**src/rtl/flagalu_pkg.sv**
```systemverilog
package flagalu_pkg;

  typedef struct packed {
    logic zx;
    logic nx;
    logic zy;
    logic ny;
    logic fn;
    logic no;
  } alu_ctl_t;

  function automatic logic [15:0] cond_operand(input logic [15:0] v,
                                                input logic zero,
                                                input logic inv);
    logic [15:0] t;
    t = zero ? 16'h0000 : v;
    return inv ? ~t : t;
  endfunction

  function automatic logic [16:0] add_with_carry(input logic [15:0] a,
                                                  input logic [15:0] b,
                                                  input logic cin);
    return {1'b0, a} + {1'b0, b} + {16'h0000, cin};
  endfunction

endpackage

```
**src/rtl/flagalu_operand.sv**
```systemverilog
module flagalu_operand #(
  parameter int WIDTH = 16
) (
  input  logic [WIDTH-1:0] raw,
  input  logic             zero_en,
  input  logic             inv_en,
  output logic [WIDTH-1:0] cond
);
  logic [WIDTH-1:0] zeroed;

  always_comb begin
    zeroed = zero_en ? '0 : raw;
    cond   = inv_en ? ~zeroed : zeroed;
  end

  always_comb begin
    if (zero_en && !inv_en)
      AST_ZERO_FIRST: assert (cond == '0) else $error("zero step not applied");
    if (zero_en && inv_en)
      AST_INV_AFTER_ZERO: assert (&cond) else $error("invert not after zero");
  end
endmodule

```
**src/rtl/flagalu_core.sv**
```systemverilog
module flagalu_core #(
  parameter int WIDTH = 16
) (
  input  logic [WIDTH-1:0] opx,
  input  logic [WIDTH-1:0] opy,
  input  logic             fn_add,
  input  logic             carry_en,
  input  logic             carry_in,
  output logic [WIDTH-1:0] fn_out,
  output logic             adder_cin,
  output logic             carry_out
);
  logic [WIDTH:0]   sum_ext;
  logic [WIDTH-1:0] and_val;

  always_comb begin
    adder_cin = carry_en & carry_in;
    sum_ext   = {1'b0, opx} + {1'b0, opy} + {{WIDTH{1'b0}}, adder_cin};
    and_val   = opx & opy;
    fn_out    = fn_add ? sum_ext[WIDTH-1:0] : and_val;
    carry_out = fn_add & sum_ext[WIDTH];
  end

  always_comb begin
    if (!carry_en)
      AST_CIN_GATED: assert (adder_cin == 1'b0) else $error("carry leaked");
    if (!fn_add)
      AST_AND_NO_CARRY: assert (carry_out == 1'b0) else $error("carry in AND");
  end
endmodule

```
**src/rtl/flagalu_result.sv**
```systemverilog
module flagalu_result #(
  parameter int WIDTH = 16
) (
  input  logic [WIDTH-1:0] fn_out,
  input  logic             inv_out,
  output logic [WIDTH-1:0] result,
  output logic             is_zero,
  output logic             is_neg
);
  always_comb begin
    result  = inv_out ? ~fn_out : fn_out;
    is_zero = (result == '0);
    is_neg  = result[WIDTH-1];
  end

  always_comb begin
    AST_ZERO_NOT_NEG: assert (!(is_zero && is_neg)) else $error("flags clash");
    if (inv_out)
      AST_OUT_INVERTED: assert ((result ^ fn_out) == '1) else $error("no inversion");
  end
endmodule

```
**src/rtl/flagalu.sv**
```systemverilog
module flagalu
  import flagalu_pkg::*;
#(
  parameter int WIDTH = 16
) (
  input  logic [WIDTH-1:0] in_x,
  input  logic [WIDTH-1:0] in_y,
  input  logic [5:0]       ctl,
  input  logic             carry_en,
  input  logic             carry_in,
  output logic [WIDTH-1:0] result,
  output logic             carry_out,
  output logic             is_zero,
  output logic             is_neg
);
  alu_ctl_t         c;
  logic [WIDTH-1:0] opx;
  logic [WIDTH-1:0] opy;
  logic [WIDTH-1:0] fn_out;
  logic             adder_cin;

  assign c = alu_ctl_t'(ctl);

  flagalu_operand #(.WIDTH(WIDTH)) u_opx (
    .raw(in_x), .zero_en(c.zx), .inv_en(c.nx), .cond(opx));

  flagalu_operand #(.WIDTH(WIDTH)) u_opy (
    .raw(in_y), .zero_en(c.zy), .inv_en(c.ny), .cond(opy));

  flagalu_core #(.WIDTH(WIDTH)) u_core (
    .opx(opx), .opy(opy), .fn_add(c.fn), .carry_en(carry_en),
    .carry_in(carry_in), .fn_out(fn_out), .adder_cin(adder_cin),
    .carry_out(carry_out));

  flagalu_result #(.WIDTH(WIDTH)) u_res (
    .fn_out(fn_out), .inv_out(c.no), .result(result),
    .is_zero(is_zero), .is_neg(is_neg));

  always_comb begin
    if (carry_en && c.fn)
      AST_CIN_USED: assert (adder_cin == carry_in) else $error("carry not used");
    if (c.no)
      AST_ZERO_ALL_ONES_RAW: assert (is_zero == (&fn_out)) else $error("zero flag");
    AST_NEG_BIT: assert (is_neg == (c.no ^ fn_out[WIDTH-1])) else $error("neg flag");
  end
endmodule

```
**config.mk**
```make
export PLATFORM = sky130hd
export DESIGN_NAME = flagalu
export DESIGN_NICKNAME = d
export VERILOG_FILES = /design/src/rtl/flagalu_pkg.sv /design/src/rtl/flagalu_operand.sv /design/src/rtl/flagalu_core.sv /design/src/rtl/flagalu_result.sv /design/src/rtl/flagalu.sv
export SDC_FILE = /design/constraint.sdc
export NUM_CORES = 1
export LEC_CHECK = 0
export BUFFER_PORTS_ARGS = -buffer_cell sky130_fd_sc_hd__buf_2
export CAP_MARGIN = 40
export CELL_PAD_IN_SITES_DETAIL_PLACEMENT = 1
export CELL_PAD_IN_SITES_GLOBAL_PLACEMENT = 2
export CORE_ASPECT_RATIO = 0.5
export CORE_UTILIZATION = 26
export DETAILED_ROUTE_END_ITERATION = 8
export GPL_TIMING_DRIVEN = 0
export PLACE_DENSITY_LB_ADDON = 0.12
export SLEW_MARGIN = 20
export SYNTH_ARGS = -nofsm -noshare
export SYNTH_HDL_FRONTEND = slang
export SYNTH_SLANG_ARGS = --single-unit
```
**constraint.sdc**
```tcl
create_clock -name vclk -period 5.2
set_input_delay 1.04 -clock vclk [all_inputs]
set_output_delay 1.04 -clock vclk [all_outputs]
set_load 0.03 [all_outputs]
```
==> results of run 1 <==
power by group:
part / internal, W / total [W] / leakage (nW) / switching [W]
logic: 0.000220 / 0.000525 / 1.09 / 0.000305
registers: 0 / 0 / 0 / 0
clock network: 0 / 0 / 0 / 0
final timing paths:
check	startpoint	end	slack (ps)	cells past startpoint
setup / recovery	ctl[3]	is_zero	-240	15
hold / removal	ctl[0]	result[1]	2530	3
metrics by stage:
step | hold WS (ps) | power [W] | setup slack [ps]
global route | 2570 | 0.000578 | -343
detailed placement | 2530 | 0.000494 | -606
finish | 2530 | 0.000525 | -235
global placement | 2530 | 0.000488 | -537
CTS | 2530 | 0.000510 | -376
floorplan | 2380 | 0.000381 | -284
cell type report:
type / instances / area (um^2) / area share
tap: 88 / 110 / 0.0459
inverter: 8 / 30.0 / 0.0125
buffer: 11 / 67.6 / 0.0282
timing repair buffer: 62 / 344 / 0.143
multi-input combinational: 220 / 1850 / 0.770
cell usage in the layout (no fill, tap or decap), drive strengths merged:
| master | instances |
|---|---|
| buf | 66 |
| or4 | 1 |
| a21o | 5 |
| clkbuf | 7 |
| or3 | 5 |
| or4b | 1 |
| a21bo | 1 |
| inv | 8 |
| o21a | 3 |
| xor2 | 5 |
| xnor2 | 48 |
| ha | 16 |
| nand2b | 33 |
| nor2 | 10 |
| o21ai | 11 |
| and2 | 1 |
| nor3 | 5 |
| a211oi | 4 |
| o211a | 4 |
| a221oi | 1 |
| fa | 2 |
| nor2b | 7 |
| o31a | 1 |
| nand3 | 3 |
| nor4 | 2 |
| a211o | 2 |
| a2111oi | 1 |
| nand2 | 14 |
| o211ai | 2 |
| and3 | 2 |
| o31ai | 2 |
| a31oi | 5 |
| o311ai | 1 |
| mux2i | 10 |
| a21oi | 12 |
routing by layer:
layer	vias to the layer above	GRT usage	share of wire
met4	0	0	0
met5	-	0	0
met1	871	0.198	0.52
met2	26	0.238	0.46
met3	0	0.00191	0.019
li1	955	-	-
what timing repair did:
action                     CTS  global route
buffers inserted             5             1
pin swaps                   13             9
gates resized for setup     12            18
setup endpoints to repair    3             5
cell families (layout without fill, tap and decap cells):
| group | count (synthesis) | count (layout) | share of synthesized area |
|---|---|---|---|
| simple gates | 84 | 84 | 0.273 |
| compound gates | 55 | 55 | 0.216 |
| xor+xnor | 53 | 53 | 0.268 |
| buf+inv | 19 | 81 | 0.0462 |
| fa+ha+maj | 18 | 18 | 0.139 |
| mux | 10 | 10 | 0.0577 |
==> metrics.cfg, run 1 <==
[outcome]
outcome=finished, violations left
violations=setup timing

[die]
start_util=0.277
ios=59
rows=20
die_w_um=117
dieArea_um2=7020
die_h_um=59.8
coreArea_um2=6260

[setup_path]
crit_type=in -> out
cpMostUsedCell=fa_2
worst_ep_arrival_time_ps=4400
cp-end-kind=output pin
cp_num_buf_inv=3
path_max_fanout=2
slowest_delay_ps=540
cp_top_family=simple AND/OR/NAND/NOR gates
path_cells=buf_8 -> nand2b_4 -> xnor2_4 -> fa_2 -> inv_2 -> fa_2 -> nor2b_4 -> o31a_1 -> or3_4 -> a31oi_4 -> xnor2_2 -> or4_4 -> or4b_4 -> nor4_4 -> buf_4
cp_slowest_cell=or4_4
cp-start-kind=input port
crit_required_ps=4160

[grt]
grt_pass1_vias=1743
grt_pass1_wl_mm=8.08
antenna_found_initial=0
grt_usage=0.135
overflow=0
grt_max_degree=11

[timing]
period_needed_ps=5440
setup_ws_ps=-235
maxSlewHeadroom=0.527
final-max-slew-violation-count=0
finalHoldViolations=0
fin_crit_sh=1.05
clock.fmax_mhz=184
setup_viol=1
rsz0062_at_grt=true
tightest_slew_ps=700
tns_ps=-235

[final_layout]
nFillCells=798
nClkBuffers=0
nNetsFinal=361
nFlopsAndLatches=0
seq_area_um2=0
postLayoutCoreUtil=0.384
area_growth_syn_to_layout_pct=38.4
stdcell_count=389
fin_area_um2=2400
num_antenna_cells=0
layout-drive-gt1-share=0.339

[synth]
ys_warn_count=0
yosys.area.top_type_share=0.242
ys_types=39
syn-num-nets=297
synth.area.top_cells=xnor2_1, nand2b_1, ha_1
synth-seq-area-share=0
yosysTopAreaCell=xnor2_1
synth_most_common_cell=xnor2_1
ys_top_cells_by_count=xnor2_1, nand2b_1, ha_1, nand2_1, a21oi_1
syn_area_per_cell_um2=7.26
syn-instance-count=239
syn_area_um2=1730

[pwr]
peakVddDrop_uv=83.0
p_per_area_nw_per_um2=219
p_leak_nw=1.09

[routing]
first_pass_iters=4
routed_wirelength_mm=4.80
via_count=1852
ant_nets=0
drc=0
drtIter0Drc=36
wl_per_cell_um=12.3
via_per_inst=4.76

[place]
place_hpwl_mm=4.16
placed_cells=383
place.port_buffers=56
placed_area_um2=2220
place.gp.congestion=0.766

[run]
max-cap-violations=0

[clock_network]
ctsHoldBuffers=0

[min_path]
min_path_type=in -> out

No activity file was read; power rests on OpenSTA's default activity.
==> run 2: changes to the inputs <==
--- a/config.mk
+++ b/config.mk
@@ -5,16 +5,18 @@
 export SDC_FILE = /design/constraint.sdc
 export NUM_CORES = 1
 export LEC_CHECK = 0
+export ABC_AREA = 1
 export BUFFER_PORTS_ARGS = -buffer_cell sky130_fd_sc_hd__buf_2
 export CAP_MARGIN = 40
 export CELL_PAD_IN_SITES_DETAIL_PLACEMENT = 1
 export CELL_PAD_IN_SITES_GLOBAL_PLACEMENT = 2
 export CORE_ASPECT_RATIO = 0.5
-export CORE_UTILIZATION = 26
+export CORE_UTILIZATION = 24
 export DETAILED_ROUTE_END_ITERATION = 8
 export GPL_TIMING_DRIVEN = 0
 export PLACE_DENSITY_LB_ADDON = 0.12
 export SLEW_MARGIN = 20
 export SYNTH_ARGS = -nofsm -noshare
 export SYNTH_HDL_FRONTEND = slang
+export SYNTH_HIERARCHICAL = 1
 export SYNTH_SLANG_ARGS = --single-unit
==> metrics.cfg, run 2 <==
[pwr]
peakVddDrop_uv=30.4  ; was 83.0 uV
p_per_area_nw_per_um2=150  ; was 219 nW/um^2
p_leak_nw=1.79  ; was 1.09 nW

[place]
place.port_buffers=55  ; was 56
dp_slack_ps=257  ; was -606 ps
place_hpwl_mm=7.36  ; was 4.16 mm
place.gp.congestion=0.783  ; was 0.766
placed_cells=669  ; was 383

[die]
die_w_um=143  ; was 117 um
die_h_um=72.5  ; was 59.8 um
dieArea_um2=10400  ; was 7020 um^2
coreArea_um2=9540  ; was 6260 um^2
ios=59  ; unchanged
start_util=0.250  ; was 0.277
rows=25  ; was 20

[timing]
tightest_slew_ps=386  ; was 700 ps
setup_viol=0  ; was 1
setup_ws_ps=350  ; was -235 ps
period_needed_ps=4850  ; was 5440 ps
finalHoldViolations=0  ; unchanged
tns_ps=0  ; was -235 ps
final-max-slew-violation-count=0  ; unchanged
rsz0062_at_grt=false  ; was true
maxSlewHeadroom=0.740  ; was 0.527
clock.fmax_mhz=206  ; was 184 MHz
fin_crit_sh=0.933  ; was 1.05

[grt]
overflow=0  ; unchanged
grt_pass1_vias=2681  ; was 1743
grt_usage=0.168  ; was 0.135
grt_pass1_wl_mm=13.8  ; was 8.08 mm
grt_max_degree=11  ; unchanged
antenna_found_initial=0  ; unchanged

[setup_path]
cp_num_buf_inv=7  ; was 3
cp_top_family=simple AND/OR/NAND/NOR gates  ; unchanged
cp.depth=24  ; was 15
crit_type=in -> out  ; unchanged
worst_ep_arrival_time_ps=3810  ; was 4400 ps
cp-end-kind=output pin  ; unchanged
crit_required_ps=4160  ; about the same
path_cells=buf_2 -> inv_2 -> buf_4 -> nand3_1 -> nand2_1 -> fa_1 -> inv_1 -> fa_1 -> inv_1 -> nand3_1 -> nand3_2 -> nand3_1 -> nand3_1 -> nand2_1 -> nand3_1 -> nand2_1 -> inv_1 -> nand2_1 -> nand2_1 -> nand2_1 -> nor2_1 -> nand2_1 -> nor2_1 -> clkbuf_4  ; was buf_8 -> nand2b_4 -> xnor2_4 -> fa_2 -> inv_2 -> fa_2 -> nor2b_4 -> o31a_1 -> or3_4 -> a31oi_4 -> xnor2_2 -> or4_4 -> or4b_4 -> nor4_4 -> buf_4
cp-start-kind=input port  ; unchanged
path_max_fanout=10  ; was 2
cp_slowest_cell=fa_1  ; was or4_4
cpMostUsedCell=nand2_1  ; was fa_2
slowest_delay_ps=350  ; was 540 ps

[synth]
synth.area.top_cells=nand2_1, inv_1, nand3_2  ; was xnor2_1, nand2b_1, ha_1
synth_mux_area_frac=0  ; was 0.0577
ys_types=26  ; was 39
synth_compound_area_frac=0.0430  ; was 0.216
synthAdderAreaFrac=0.101  ; was 0.139
yosysTopAreaCell=nand2_1  ; was xnor2_1
syn_area_per_cell_um2=4.98  ; was 7.26 um^2
synth_top_family_by_area=simple AND/OR/NAND/NOR gates  ; unchanged
synth_xor_area_frac=0.00367  ; was 0.268
syn-num-nets=537  ; was 297
ys_top_cells_by_count=nand2_1, inv_1, nand3_1, nand3_2, nor2_1  ; was xnor2_1, nand2b_1, ha_1, nand2_1, a21oi_1
yosys.area.top_type_share=0.401  ; was 0.242
synth_most_common_cell=nand2_1  ; was xnor2_1
ys_warn_count=6  ; was 0
yosys.area_share.simple=0.625  ; was 0.273
synth-seq-area-share=0  ; unchanged
syn_area_um2=2380  ; was 1730 um^2
syn-instance-count=479  ; was 239

[routing]
via_per_inst=4.22  ; was 4.76
first_pass_iters=4  ; unchanged
ant_nets=0  ; unchanged
wl_per_cell_um=12.5  ; was 12.3 um
drtIter0Drc=75  ; was 36
via_count=2823  ; was 1852
drc=0  ; unchanged
routed_wirelength_mm=8.35  ; was 4.80 mm

[final_layout]
seq_area_um2=0  ; unchanged
area_growth_syn_to_layout_pct=19.0  ; was 38.4%
nFlopsAndLatches=0  ; unchanged
final_common_cell=nand2_1  ; was buf_2
num_antenna_cells=0  ; unchanged
nNetsFinal=594  ; was 361
nClkBuffers=0  ; unchanged
stdcell_count=669  ; was 389
layout_common_cells=nand2_1, inv_1, buf_2  ; was buf_2, xnor2_1, nand2b_1
layout-drive-gt1-share=0.200  ; was 0.339

[clock_network]
cts_resized=0  ; was 12
ctsHoldBuffers=0  ; unchanged
post_cts_buffers=0  ; was 5

[min_path]
whs_path_depth=4  ; was 3
min_path_type=in -> out  ; unchanged

[outcome]
outcome=finished, final reports clean  ; was finished, violations left

[run]
max-cap-violations=0  ; unchanged

==> run 2: changes by cell type after synthesis, sizes merged, moves of 10 or more <==
cell | previous run | this run
nand2 | 14 | 258
nand3 | 3 | 53
nor2 | 10 | 20
inv | 8 | 79
nand2b | 33 | 0
mux2i | 10 | 0
buf | 4 | 19
xnor2 | 48 | 1
==> run 2: metrics by stage <==
step                      hold slack (ps)  instance area, um^2  power, W   util
after global routing                 2580                 2840  0.000483  0.298
after detailed placement             2540                 2830  0.000428  0.297
after floorplan                      2430                 2380  0.000307      -
after global placement               2540                 2830  0.000423  0.297
after CTS                            2540                 2830  0.000429  0.297
final                                2530                 2840  0.000425  0.298
==> run 2: final cells by class <==
cell class,instances,area (um^2)
fillers,1359,6700
multi-input cells,380,1850
inverters,80,320
repair buffers,55,278
plain buffers,19,223
well taps,135,169
==> run 2: power by group <==
group          leakage, nW  internal (W)  switching (W)
sequential               0             0              0
combinational         1.79      0.000144       0.000281
clock                    0             0              0
==> run 2: per-layer routing <==
| layer | vias to the layer above | GRT usage | part of all wire |
|---|---|---|---|
| met4 | 0 | 0 | 0 |
| met1 | 1219 | 0.282 | 0.62 |
| li1 | 1551 | - | - |
| met2 | 53 | 0.241 | 0.34 |
| met5 | - | 0 | 0 |
| met3 | 0 | 0.00330 | 0.034 |
==> run 2: worst paths after layout <==
check / start / endpoint / slack (ps)
worst max-delay path: ctl[5] / is_zero / 350
worst min-delay path: ctl[0] / result[1] / 2530
==> run 2: logic make-up (layout without fill, tap and decap cells) <==
kind of cell | after synthesis | in the layout
compound gates | 20 | 20
xor+xnor | 1 | 1
fa+ha+maj | 18 | 18
buf+inv | 99 | 154
simple gates | 341 | 341
==> run 2: tightest hold or removal path, cell delays in order <==
cell and delay, ps:
buf_6 120, xnor2_1 100, inv_1 50, buf_2 180
